### config.mk
export PLATFORM = sky130hd
export DESIGN_NAME = cfgslv_top
export DESIGN_NICKNAME = d
export VERILOG_FILES = /design/src/rtl/cfgslv_pkg.sv /design/src/rtl/cfgslv_sync.sv /design/src/rtl/cfgslv_ctrl.sv /design/src/rtl/cfgslv_data.sv /design/src/rtl/cfgslv_top.sv
export SDC_FILE = /design/constraint.sdc
export NUM_CORES = 1
export LEC_CHECK = 0
export CORE_ASPECT_RATIO = 1.2
export CORE_MARGIN = 5
export CORE_UTILIZATION = 35
export DETAILED_ROUTE_END_ITERATION = 10
export DONT_BUFFER_PORTS = 1
export MAX_ROUTING_LAYER = met4
export PLACE_DENSITY = 0.59
export SKIP_LAST_GASP = 1
export SYNTH_ARGS = -nofsm -noshare
export SYNTH_HDL_FRONTEND = slang
export SYNTH_SLANG_ARGS = --single-unit
### constraint.sdc
create_clock -name clk -period 4.9 [get_ports clk]
set_clock_uncertainty 0.1 [all_clocks]
set_input_delay 0 -clock clk [delete_from_list [all_inputs] [get_ports clk]]
set_output_delay 0 -clock clk [all_outputs]
set_load 0.01 [all_outputs]
### src/rtl/cfgslv_pkg.sv
package cfgslv_pkg;
  typedef enum logic [2:0] {
    ST_IDLE,
    ST_ADDR,
    ST_WRITE,
    ST_READ,
    ST_WAIT
  } busState_e;

  typedef struct packed {
    logic rxShift;
    logic txLoad;
    logic txShift;
    logic regWrite;
  } strobe_t;
endpackage

### src/rtl/cfgslv_sync.sv
module cfgslv_sync #(
  parameter int STAGES = 2
) (
  input  logic clk,
  input  logic rstN,
  input  logic sclIn,
  input  logic sdaIn,
  output logic sclS,
  output logic sdaS,
  output logic sclRise,
  output logic sclFall,
  output logic startDet,
  output logic stopDet
);
  logic [STAGES-1:0] sclPipe, sdaPipe;
  logic sclD, sdaD;

  always_ff @(posedge clk or negedge rstN) begin
    if (!rstN) begin
      sclPipe <= '1;
      sdaPipe <= '1;
      sclD    <= 1'b1;
      sdaD    <= 1'b1;
    end else begin
      sclPipe <= {sclPipe[STAGES-2:0], sclIn};
      sdaPipe <= {sdaPipe[STAGES-2:0], sdaIn};
      sclD    <= sclPipe[STAGES-1];
      sdaD    <= sdaPipe[STAGES-1];
    end
  end

  assign sclS     = sclPipe[STAGES-1];
  assign sdaS     = sdaPipe[STAGES-1];
  assign sclRise  = sclS && !sclD;
  assign sclFall  = !sclS && sclD;
  assign startDet = sclS && sclD && sdaD && !sdaS;
  assign stopDet  = sclS && sclD && !sdaD && sdaS;
endmodule

### src/rtl/cfgslv_ctrl.sv
module cfgslv_ctrl
  import cfgslv_pkg::*;
#(
  parameter int          NUM_REGS = 6,
  parameter logic [6:0]  DEV_ADDR = 7'h69,
  parameter int          IDX_W    = 4
) (
  input  logic             clk,
  input  logic             rstN,
  input  logic             sclRise,
  input  logic             sclFall,
  input  logic             startDet,
  input  logic             stopDet,
  input  logic             sdaS,
  input  logic [7:0]       rxByte,
  output strobe_t          strb,
  output logic [IDX_W-1:0] slotIdx,
  output logic             ackDrive,
  output logic             txActive
);
  localparam logic [IDX_W-1:0] IDX_MAX = '1;
  localparam logic [IDX_W-1:0] SKIP    = IDX_W'(2);

  busState_e        state;
  logic [3:0]       bitCnt;
  logic             inAck, ackOn, readDir;
  logic [IDX_W-1:0] byteIdx, nextIdx;
  logic             active, frameBit, byteEnd, ackEnd, addrHit;

  assign active   = (state == ST_ADDR) || (state == ST_WRITE) || (state == ST_READ);
  assign frameBit = active && sclRise && !inAck && (bitCnt < 4'd8);
  assign byteEnd  = active && sclFall && !inAck && (bitCnt == 4'd8);
  assign ackEnd   = active && sclFall && inAck;
  assign addrHit  = (rxByte[7:1] == DEV_ADDR);
  assign nextIdx  = (state == ST_ADDR) ? '0 :
                    (byteIdx == IDX_MAX) ? byteIdx : byteIdx + 1'b1;

  always_comb begin
    strb.rxShift  = frameBit;
    strb.txShift  = (state == ST_READ) && sclFall && !inAck &&
                    (bitCnt >= 4'd1) && (bitCnt <= 4'd7);
    strb.txLoad   = ackEnd && (((state == ST_ADDR) && readDir) || (state == ST_READ));
    strb.regWrite = byteEnd && (state == ST_WRITE) && (byteIdx >= SKIP);
    slotIdx       = strb.regWrite ? byteIdx - SKIP : nextIdx;
  end

  always_ff @(posedge clk or negedge rstN) begin
    if (!rstN) begin
      state   <= ST_IDLE;
      bitCnt  <= '0;
      inAck   <= 1'b0;
      ackOn   <= 1'b0;
      readDir <= 1'b0;
      byteIdx <= '0;
    end else if (startDet || stopDet) begin
      state   <= startDet ? ST_ADDR : ST_IDLE;
      bitCnt  <= '0;
      inAck   <= 1'b0;
      ackOn   <= 1'b0;
      byteIdx <= '0;
    end else if (active) begin
      if (frameBit) bitCnt <= bitCnt + 4'd1;
      if (sclRise && inAck && (state == ST_READ) && sdaS) begin
        state <= ST_WAIT;
        inAck <= 1'b0;
      end
      if (byteEnd) begin
        inAck <= 1'b1;
        unique case (state)
          ST_ADDR: begin
            if (addrHit) begin
              ackOn   <= 1'b1;
              readDir <= rxByte[0];
            end else begin
              state <= ST_WAIT;
            end
          end
          ST_WRITE: ackOn <= 1'b1;
          default:  ackOn <= 1'b0;
        endcase
      end
      if (ackEnd) begin
        inAck   <= 1'b0;
        ackOn   <= 1'b0;
        bitCnt  <= '0;
        byteIdx <= nextIdx;
        if (state == ST_ADDR) state <= readDir ? ST_READ : ST_WRITE;
      end
    end
  end

  assign ackDrive = inAck && ackOn;
  assign txActive = (state == ST_READ) && !inAck;
endmodule

### src/rtl/cfgslv_data.sv
module cfgslv_data
  import cfgslv_pkg::*;
#(
  parameter int                      NUM_REGS = 6,
  parameter int                      IDX_W    = 4,
  parameter logic [8*NUM_REGS-1:0]   DEFAULTS = '0
) (
  input  logic                  clk,
  input  logic                  rstN,
  input  logic                  sdaS,
  input  strobe_t               strb,
  input  logic [IDX_W-1:0]      slotIdx,
  output logic [7:0]            rxByte,
  output logic                  txBit,
  output logic [8*NUM_REGS-1:0] regsFlat
);
  logic [7:0] regs [NUM_REGS];
  logic [7:0] rxSh, txSh, txByte;

  for (genvar i = 0; i < NUM_REGS; i++) begin : gReg
    always_ff @(posedge clk or negedge rstN) begin
      if (!rstN)                                        regs[i] <= DEFAULTS[8*i +: 8];
      else if (strb.regWrite && slotIdx == IDX_W'(i))  regs[i] <= rxSh;
    end
    assign regsFlat[8*i +: 8] = regs[i];
  end

  always_comb begin
    txByte = 8'hFF;
    if (slotIdx == '0) txByte = 8'(NUM_REGS);
    for (int i = 0; i < NUM_REGS; i++)
      if (slotIdx == IDX_W'(i + 1)) txByte = regs[i];
  end

  always_ff @(posedge clk or negedge rstN) begin
    if (!rstN) begin
      rxSh <= '0;
      txSh <= 8'hFF;
    end else begin
      if (strb.rxShift) rxSh <= {rxSh[6:0], sdaS};
      if (strb.txLoad)       txSh <= txByte;
      else if (strb.txShift) txSh <= {txSh[6:0], 1'b1};
    end
  end

  assign rxByte = rxSh;
  assign txBit  = txSh[7];
endmodule

### src/rtl/cfgslv_top.sv
module cfgslv_top
  import cfgslv_pkg::*;
#(
  parameter int                    NUM_REGS    = 6,
  parameter logic [6:0]            DEV_ADDR    = 7'h69,
  parameter logic [8*NUM_REGS-1:0] DEFAULTS    = 48'hA5_3C_F0_FF_FF_00,
  parameter int                    SYNC_STAGES = 2
) (
  input  logic                  clk,
  input  logic                  rstN,
  input  logic                  sclIn,
  input  logic                  sdaIn,
  output logic                  sdaOe,
  output logic [8*NUM_REGS-1:0] cfgRegs
);
  localparam int IDX_W = $clog2(NUM_REGS + 4);

  logic             sclS, sdaS, sclRise, sclFall, startDet, stopDet;
  logic [7:0]       rxByte;
  logic             txBit, ackDrive, txActive;
  logic [IDX_W-1:0] slotIdx;
  strobe_t          strb;

  cfgslv_sync #(.STAGES(SYNC_STAGES)) uSync (
    .clk(clk), .rstN(rstN), .sclIn(sclIn), .sdaIn(sdaIn),
    .sclS(sclS), .sdaS(sdaS), .sclRise(sclRise), .sclFall(sclFall),
    .startDet(startDet), .stopDet(stopDet)
  );

  cfgslv_ctrl #(.NUM_REGS(NUM_REGS), .DEV_ADDR(DEV_ADDR), .IDX_W(IDX_W)) uCtrl (
    .clk(clk), .rstN(rstN), .sclRise(sclRise), .sclFall(sclFall),
    .startDet(startDet), .stopDet(stopDet), .sdaS(sdaS), .rxByte(rxByte),
    .strb(strb), .slotIdx(slotIdx), .ackDrive(ackDrive), .txActive(txActive)
  );

  cfgslv_data #(.NUM_REGS(NUM_REGS), .IDX_W(IDX_W), .DEFAULTS(DEFAULTS)) uData (
    .clk(clk), .rstN(rstN), .sdaS(sdaS), .strb(strb), .slotIdx(slotIdx),
    .rxByte(rxByte), .txBit(txBit), .regsFlat(cfgRegs)
  );

  assign sdaOe = ackDrive || (txActive && !txBit);
endmodule

==> reports/metrics.cfg, run 1 <==
[run_status]
status = finished clean

[synthesis]
synth_nets = 388
yosysUniqueCellTypes = 63
avgSynthCellArea_um2 = 11.7
yosysSeqAreaShare = 0.488
synth-seq-cells = 84
async_reset_ff_frac = 1.00
syn-instance-count = 376
synth_edf_count = 0
synthFlopType = dfstp_2
syn-cell-area_um2 = 4420
yosys_warnings = 0

[layout]
nets = 388
final_util = 0.390
design_area_um2 = 4870
antennaDiodeCount = 0
drive_gt1_frac = 0.357
synthToLayoutAreaGrowth_pct = 10.3

[die]
pin_count = 53
core_um2 = 12500
die_h_um = 133
die_w_um = 113
initial_core_util = 0.353
num_rows = 45
die-area_um2 = 15000

[timing]
setup_viol = 0
fmaxAchievable_ghz = 0.295
rsz0062_at_grt = false
worst_pin_slew_ns = 1.16
hold_ws_ns = 0.118
maxSlewViolCount = 0
fin_crit_ns = 3.39
period_share = 0.691
hold_violations = 0
slew_headroom = 0.224
setup_tns_ns = 0

[clock_tree]
clock-root-buffer = clkbuf_16
clk_path_buf_depth = 2
ctsResizeCount = 0
cts_tree = yes
cts_sinks = 84
numCtsBuffers = 9
clkTransAtPathRegs_ns = 0.06
insertion_delay_ns = 0.34
ctsHtreeMaxLevel = 3

[worst_setup_path]
worstPathMaxFanout = 10
criticalPathCategory = register to register
end_kind = register
worstPathRequired_ns = 5.00
arrival_ns = 3.49
cp-start-kind = register

[min_path]
hold_path_class = input pin to register

[grt]
grt_max_degree = 85
grtUsageTotal = 0.166
grt_pass1_wl_mm = 18.9
antenna_found_initial = 0
grt_pass1_vias = 3333
gr-total-overflow = 0

[place]
portBuffers = 0
gp_congestion = 0.867
hpwl_mm = 8.14
placed_area_um2 = 4540

[pwr]
vdd.ir_drop.worst_v = 0.000313
power_density_nw_per_um2 = 327
power.leakage_nw = 2.00

[drt]
dr.pass1.iters = 4
antenna_left = 0
routedWlPerCell_um = 21.4
wl_mm = 11.7
vias = 3153
drc = 0
drt-vias-per-instance = 5.79
first_iter_violations = 197

[run]
drv_cap = 0

==> placed cells by master (no fill, tap or decap), drive strengths merged, types with 6 or more instances in the layout <==
cell type / instances
o21ai: 9
a211oi: 8
nand3: 11
inv: 11
clkbuf: 11
a211o: 6
dfstp: 42
and3: 6
ha: 8
nor3: 8
dfrtp: 42
nand4b: 7
o22ai: 12
and2: 7
nor2: 14
a21oi: 11
mux2: 62
nand2: 23
==> per-layer routing <==
layer  track usage  routed length, µm  up-vias
met3        0.0439                702       21
met1         0.192               4690     1633
met2         0.268               5900       80
li1              -                  -     1419
met5             -                  0        -
met4        0.0762                400        0
==> power breakdown <==
group / total (mW) / internal [mW] / switching [mW]
clock network: 0.626 / 0.346 / 0.281
registers: 0.818 / 0.732 / 0.0856
logic: 0.146 / 0.0642 / 0.0820
==> final timing paths <==
| check | start | endpoint | slack, ns | cells after the start |
|---|---|---|---|---|
| setup / recovery | uCtrl.byteIdx[0] | uData.txSh[2] | 1.51 | 9 |
| min in group asynchronous | rstN | uCtrl.inAck | 0.14 | 2 |
| setup reg to reg | uCtrl.byteIdx[0] | uData.txSh[2] | 1.51 | 9 |
| hold / removal | sclIn | uSync.sclPipe[0] | 0.12 | 1 |
| max in group asynchronous | rstN | uData.regsFlat[18] | 4.22 | 2 |
| hold reg to reg | uSync.sdaPipe[0] | uSync.sdaPipe[1] | 0.26 | 0 |
==> kinds of logic after synthesis <==
kind of cell,synth area share
AND/OR/NAND/NOR,0.135
XOR/XNOR,0.00991
buffers and inverters,0.0334
AO/OA/AOI/OAI,0.138
adder cells (fa/ha/maj),0.0227
flip-flops,0.488
multiplexers,0.174
==> worst max-delay path: stages, from the launching register on <==
cell and delay, ns:
dfrtp_1 0.51, inv_1 0.10, ha_1 0.22, nor4_2 0.29
or2_2 0.21, o21ai_1 0.13, o211ai_1 0.81, nand4_1 0.49
o22ai_1 0.31, a31oi_1 0.07
==> synthesized netlist by cell type (2+ instances only) <==
library cell  instances  area share
a211o_1               6       0.012
a211oi_1              8       0.014
a21boi_0              2      0.0034
a21oi_1              11       0.012
a221oi_1              5      0.0099
a31oi_1               2      0.0028
and2_1                7      0.0099
and3_1                6      0.0085
buf_2                 7      0.0079
buf_4                 2      0.0034
buf_6                 3      0.0076
clkbuf_1              6      0.0051
dfrtp_1              42        0.24
dfstp_2              42        0.25
ha_1                  8       0.023
inv_1                10      0.0085
mux2_2               54        0.14
mux2_4                8       0.027
mux2i_1               4      0.0091
nand2_1              22       0.019
nand2b_1              3      0.0042
nand3_1              11       0.012
nand4_1               5      0.0071
nand4b_1              7       0.014
nor2_1               14       0.012
nor3_1                7      0.0079
nor4b_1               2      0.0040
nor4b_2               2      0.0068
o2111ai_1             2      0.0040
o211a_1               3      0.0068
o211ai_1              4      0.0068
o21ai_0               7      0.0079
o21ai_1               2      0.0023
o221ai_1              2      0.0040
o22ai_1              12       0.017
o31a_1                2      0.0040
o31ai_1               3      0.0051
or2_2                 3      0.0042
or3_1                 3      0.0042
xnor2_1               2      0.0040
xor2_1                3      0.0059
==> cell type report <==
class | count | area, µm²
tap | 164 | 205
clock buffer | 11 | 233
inverter | 10 | 37.5
clock inverter | 5 | 37.5
timing repair buffer | 8 | 87.6
sequential | 84 | 2150
fill | 1209 | 7630
multi-input combinational | 263 | 2120
==> stage by stage <==
step                      setup slack, ns  std cells  total power, mW
after floorplan                      2.06        376            0.897
after global placement               1.60        525            0.954
after detailed placement             1.58        525            0.960
after CTS                            1.54        545             1.61
after global routing                 1.18        545             1.66
final                                1.51        545             1.59
==> repair_timing <==
action / in CTS / in global routing
endpoints found under the hold margin: 86 / 0
hold buffers: 4 / 0
buffers inserted: 0 / 0
==> registers in the layout (all words and copies together) (netlist names), 2 cells and up <==
| name | cells |
|---|---|
| uData.rxByte | 8 |
| uSync.sdaPipe | 2 |
| uCtrl.byteIdx | 4 |
| uSync.sclPipe | 2 |
| uData.txSh | 8 |
| uData.regsFlat | 48 |
| uCtrl.state | 3 |
| uCtrl.bitCnt | 4 |
Power figures use the tool's default switching activity.
==> run 2, diff against run 1 <==
==> constraint.sdc (replaced) <==
create_clock -name clk -period 3.5 [get_ports clk]
set_clock_uncertainty 0.1 [all_clocks]
set_input_delay 0 -clock clk [delete_from_list [all_inputs] [get_ports clk]]
set_output_delay 0 -clock clk [all_outputs]
set_load 0.01 [all_outputs]
==> run 2 against run 1 <==
  * Die area is the same
  * Via count shrank 2.2%
  * Register-to-register slack lost 1.2 ns
  * Sequential power grew 42%
  * Fmax grew 5.4%
  * Sequential share of layout area shrank 0.56 points
  * Non-clock buffer count grew 6
  * Hold slack lost 0.0075 ns
  * Routed wire length grew 1.3%
  * Final cell count grew 1.1%
  * Combinational power grew 46%
  * Cell area grew 1.3%
  * Critical path type unchanged
==> reports/metrics.cfg, run 2 (synthesis results as in run 1) <==
[timing]
fmaxAchievable_ghz = 0.311
hold_violations = 0
slew_headroom = 0.302
worst_pin_slew_ns = 1.04
maxSlewViolCount = 0
hold_ws_ns = 0.110
period_share = 0.918
setup_tns_ns = 0
rsz0062_at_grt = false
fin_crit_ns = 3.21
setup_viol = 0

[die]
core_um2 = 12500
num_rows = 45
die_h_um = 133
die_w_um = 113
pin_count = 53
die-area_um2 = 15000
initial_core_util = 0.353

[layout]
largest_reg_flops = 48
final_cell_mix = 54 x mux2_2, 42 x dfrtp_1, 42 x dfstp_2, 22 x nand2_1, 14 x nor2_1
final.fill_count = 1205
synthToLayoutAreaGrowth_pct = 11.7
mostFrequentLayoutCell = mux2_2
drive_gt1_frac = 0.372
final_util = 0.395
antennaDiodeCount = 0
nets = 394

[place]
hpwl_mm = 8.41
portBuffers = 0
gp_congestion = 0.898

[worst_setup_path]
startpoint = uCtrl.bitCnt[0]
criticalPathCategory = register to register
reg2regPathDepth = 9
end_kind = register
arrival_ns = 3.33
worstPathRequired_ns = 3.61
worstPathMaxFanout = 10
r2r_start = uCtrl.bitCnt[0]
cp-start-kind = register

[drt]
antenna_left = 0
vias = 3084
wl_mm = 11.8
drt-vias-per-instance = 5.60
first_iter_violations = 204
routedWlPerCell_um = 21.5
dr.pass1.iters = 4
drc = 0

[run_status]
status = finished clean

[run]
drv_cap = 0

[clock_tree]
ctsHtreeMaxLevel = 3
clkTransAtPathRegs_ns = 0.06
cts_sinks = 84
clk_path_buf_depth = 2
insertion_delay_ns = 0.34
ctsHoldBuffers = 4
numCtsBuffers = 9
cts_tree = yes
clock-root-buffer = clkbuf_16
post-cts-setup-buffers = 0
ctsResizeCount = 0

[pwr]
pwr-share-clk = 0.399
switching_power_mw = 0.638
internal_power_mw = 1.64
power.leakage_nw = 2.05
power_density_nw_per_um2 = 462
sw_frac_of_total = 0.280
vdd.ir_drop.worst_v = 0.000256
power.share.combinational = 0.093
p_seq_frac = 0.508

[grt]
antenna_found_initial = 0
gr-total-overflow = 0
grt_pass1_vias = 3228
grt_pass1_wl_mm = 19.1
grt_max_degree = 85
grtUsageTotal = 0.167

[min_path]
hold_path_class = input pin to asynchronous set/reset pin

run 2: layout make-up:
| type | instances | area (µm²) | area share |
|---|---|---|---|
| multi-input combinational | 263 | 2120 | 0.429 |
| clock inverter | 5 | 35.0 | 0.00710 |
| inverter | 10 | 37.5 | 0.00761 |
| sequential | 84 | 2150 | 0.437 |
| clock buffer | 11 | 253 | 0.0512 |
| tap | 164 | 205 | 0.0416 |
| timing repair buffer | 14 | 133 | 0.0269 |
run 2: layer usage:
metal,GRT usage,vias up,share of wire
li1,-,1433,-
met3,0.0375,19,0.062
met2,0.274,103,0.51
met1,0.199,1529,0.40
met4,0.0675,0,0.026
met5,-,-,0
run 2: through the flow:
stage	instance area (µm²)	cells	total power, mW	worst slack [ns]
finish	4930	551	2.28	0.287
global route	4930	551	2.38	0.0922
CTS	4930	551	2.30	0.271
detailed placement	4590	531	1.36	0.316
global placement	4590	531	1.35	0.411
floorplan	4420	376	1.26	0.657
run 2: final timing paths:
path                                 endpoint  slack (ns)
max                        uData.regsFlat[39]        0.29
min                               uCtrl.inAck        0.11
max reg2reg                uData.regsFlat[39]        0.29
min reg2reg                  uSync.sclPipe[1]        0.25
max in group asynchronous   uData.regsFlat[8]        2.81
min in group clk             uSync.sclPipe[0]        0.11
run 2: power groups by stage:
stage          clock network, mW  logic (mW)  registers [mW]
2_1_floorplan                  0       0.151            1.11
3_3_place_gp                   0       0.180            1.17
3_5_place_dp                   0       0.187            1.18
4_1_cts                    0.929       0.215            1.16
5_1_grt                    0.975       0.236            1.17
6_report                   0.909       0.213            1.16
run 2: worst max-delay path, cell delays in order (launching register included):
cell     delay [ns]
dfrtp_1        0.44
inv_1          0.11
ha_1           0.18
nor4b_2        0.23
nand3_1        0.21
o21ai_1        0.36
o211a_1        0.42
nand2_2        0.10
or3_1          0.56
mux2_4         0.38
==> run 3, diff against run 2 <==
--- a/config.mk
+++ b/config.mk
@@ -7,11 +7,11 @@
 export LEC_CHECK = 0
 export CORE_ASPECT_RATIO = 1.2
 export CORE_MARGIN = 5
-export CORE_UTILIZATION = 35
+export CORE_UTILIZATION = 60
 export DETAILED_ROUTE_END_ITERATION = 10
 export DONT_BUFFER_PORTS = 1
 export MAX_ROUTING_LAYER = met4
-export PLACE_DENSITY = 0.59
+export PLACE_DENSITY = 0.74
 export SKIP_LAST_GASP = 1
 export SYNTH_ARGS = -nofsm -noshare
 export SYNTH_HDL_FRONTEND = slang
==> run 3 against run 2 <==
  * Critical endpoint is now uData.regsFlat[38]
  * Die area fell by 39%
  * Clock-buffer cell count down 2
  * Routed wire length decreased by 7.1%
  * Flip-flop and latch count stayed put
  * Sequential power is essentially flat
  * Via count rose by 4.3%
  * Hold slack got worse by 0.034 ns
  * Register-to-register slack gained 0.09 ns
  * Fmax rose by 2.9%
==> reports/metrics.cfg, run 3 (synthesis results as in run 1) <==
[layout]
largest_reg_flops = 48
antennaDiodeCount = 0
mostFrequentLayoutCell = mux2_2
final.fill_count = 568
nets = 396
design_area_um2 = 4790
drive_gt1_frac = 0.375
final_cell_mix = 54 x mux2_2, 42 x dfrtp_1, 42 x dfstp_2, 22 x nand2_1, 14 x nor2_1
final_cells = 479
synthToLayoutAreaGrowth_pct = 8.52

[place]
portBuffers = 0
gp_congestion = 0.901
placed_area_um2 = 4510
hpwl_mm = 7.83
dp_cells = 459

[die]
die_w_um = 88.3
core_um2 = 7230
die-area_um2 = 9190
initial_core_util = 0.611
num_rows = 34
pin_count = 53
die_h_um = 104

[drt]
wl_mm = 11.0
dr.pass1.iters = 4
drt-vias-per-instance = 6.71
first_iter_violations = 256
vias = 3216
routedWlPerCell_um = 23.0
antenna_left = 0
drc = 0

[run_status]
status = finished clean

[pwr]
power.leakage_nw = 2.03
power_density_nw_per_um2 = 450
vdd.ir_drop.worst_v = 0.000513

[grt]
grtUsageTotal = 0.259
grt_max_degree = 85
globalRouteMet3Util = 0.0721
met2_usage = 0.389
groute.layer.met1.usage = 0.321
grt_pass1_wl_mm = 17.9
grt_pass1_vias = 3178
antenna_found_initial = 0
grt.busiest_layer = met2
gr-total-overflow = 0

[timing]
fmaxAchievable_ghz = 0.320
fin_crit_ns = 3.12
setup_tns_ns = 0
period_share = 0.892
slew_headroom = 0.373
hold_ws_ns = 0.0764
rsz0062_at_grt = false
hold_violations = 0
setup_viol = 0
maxSlewViolCount = 0
worst_pin_slew_ns = 0.936

[clock_tree]
clock-root-buffer = clkbuf_8
insertion_delay_ns = 0.36
ctsHtreeMaxLevel = 3
numCtsBuffers = 9
clk_path_buf_depth = 2
cts_sinks = 84
cts_tree = yes
clkTransAtPathRegs_ns = 0.09

[worst_setup_path]
cp-start-kind = register
worstPathMaxFanout = 10
end_kind = register
arrival_ns = 3.26
criticalPathCategory = register to register
worstPathRequired_ns = 3.64

[run]
drv_cap = 0

[min_path]
hold_path_class = input pin to register

==> run 3: final cells by class <==
class	instances	area, µm²	area share
clock buffers	9	124	0.0258
clock inverters	7	103	0.0214
inverters	10	37.5	0.00783
multi-input cells	263	2120	0.441
flip-flops and latches	84	2150	0.449
well taps	90	113	0.0235
repair buffers	16	148	0.0308
==> run 3: layer usage <==
layer	wire length, µm	part of all wire
met1	4370	0.40
met4	529	0.048
met5	0	0
met2	5450	0.50
met3	650	0.059
==> run 3: stage by stage <==
step	setup slack, ns	utilization	power, mW
detailed placement	0.419	0.624	1.35
global placement	0.488	0.624	1.33
global route	0.174	0.663	2.24
CTS	0.399	0.663	2.16
floorplan	0.657	-	1.26
finish	0.378	0.663	2.16
==> run 3: final timing paths <==
| check | cells after the start | end | slack (ns) | from |
|---|---|---|---|---|
| worst max-delay path | 9 | uData.regsFlat[38] | 0.38 | uCtrl.bitCnt[1] |
| worst min-delay path | 1 | uSync.sclPipe[0] | 0.08 | sclIn |
| worst max register to register | 9 | uData.regsFlat[38] | 0.38 | uCtrl.bitCnt[1] |
| worst min register to register | 0 | uSync.sclPipe[1] | 0.26 | uSync.sclPipe[0] |
| max in group asynchronous | 2 | uData.regsFlat[16] | 2.83 | rstN |
| min in group asynchronous | 2 | uCtrl.state[0] | 0.10 | rstN |
==> run 3: critical path, cell delays in order (launching register included) <==
cell and delay, ns:
dfrtp_1 0.41, inv_1 0.13, ha_1 0.17, nor4b_2 0.22, nand3_1 0.20, o21ai_1 0.31, o211a_1 0.40, nand2_2 0.10
or3_1 0.57, mux2_4 0.38
==> run 3: repair_timing <==
item                      4_1_cts  5_1_grt
hold buffers                    4        0
gates resized for setup         0        0
buffers inserted                0        0
hold endpoints to repair       86        0
==> run 3: power breakdown <==
group	switching [mW]	internal, mW	leakage, nW
combinational	0.119	0.0955	0.907
sequential	0.122	1.02	1.01
clock	0.385	0.414	0.117
total	0.626	1.53	2.03
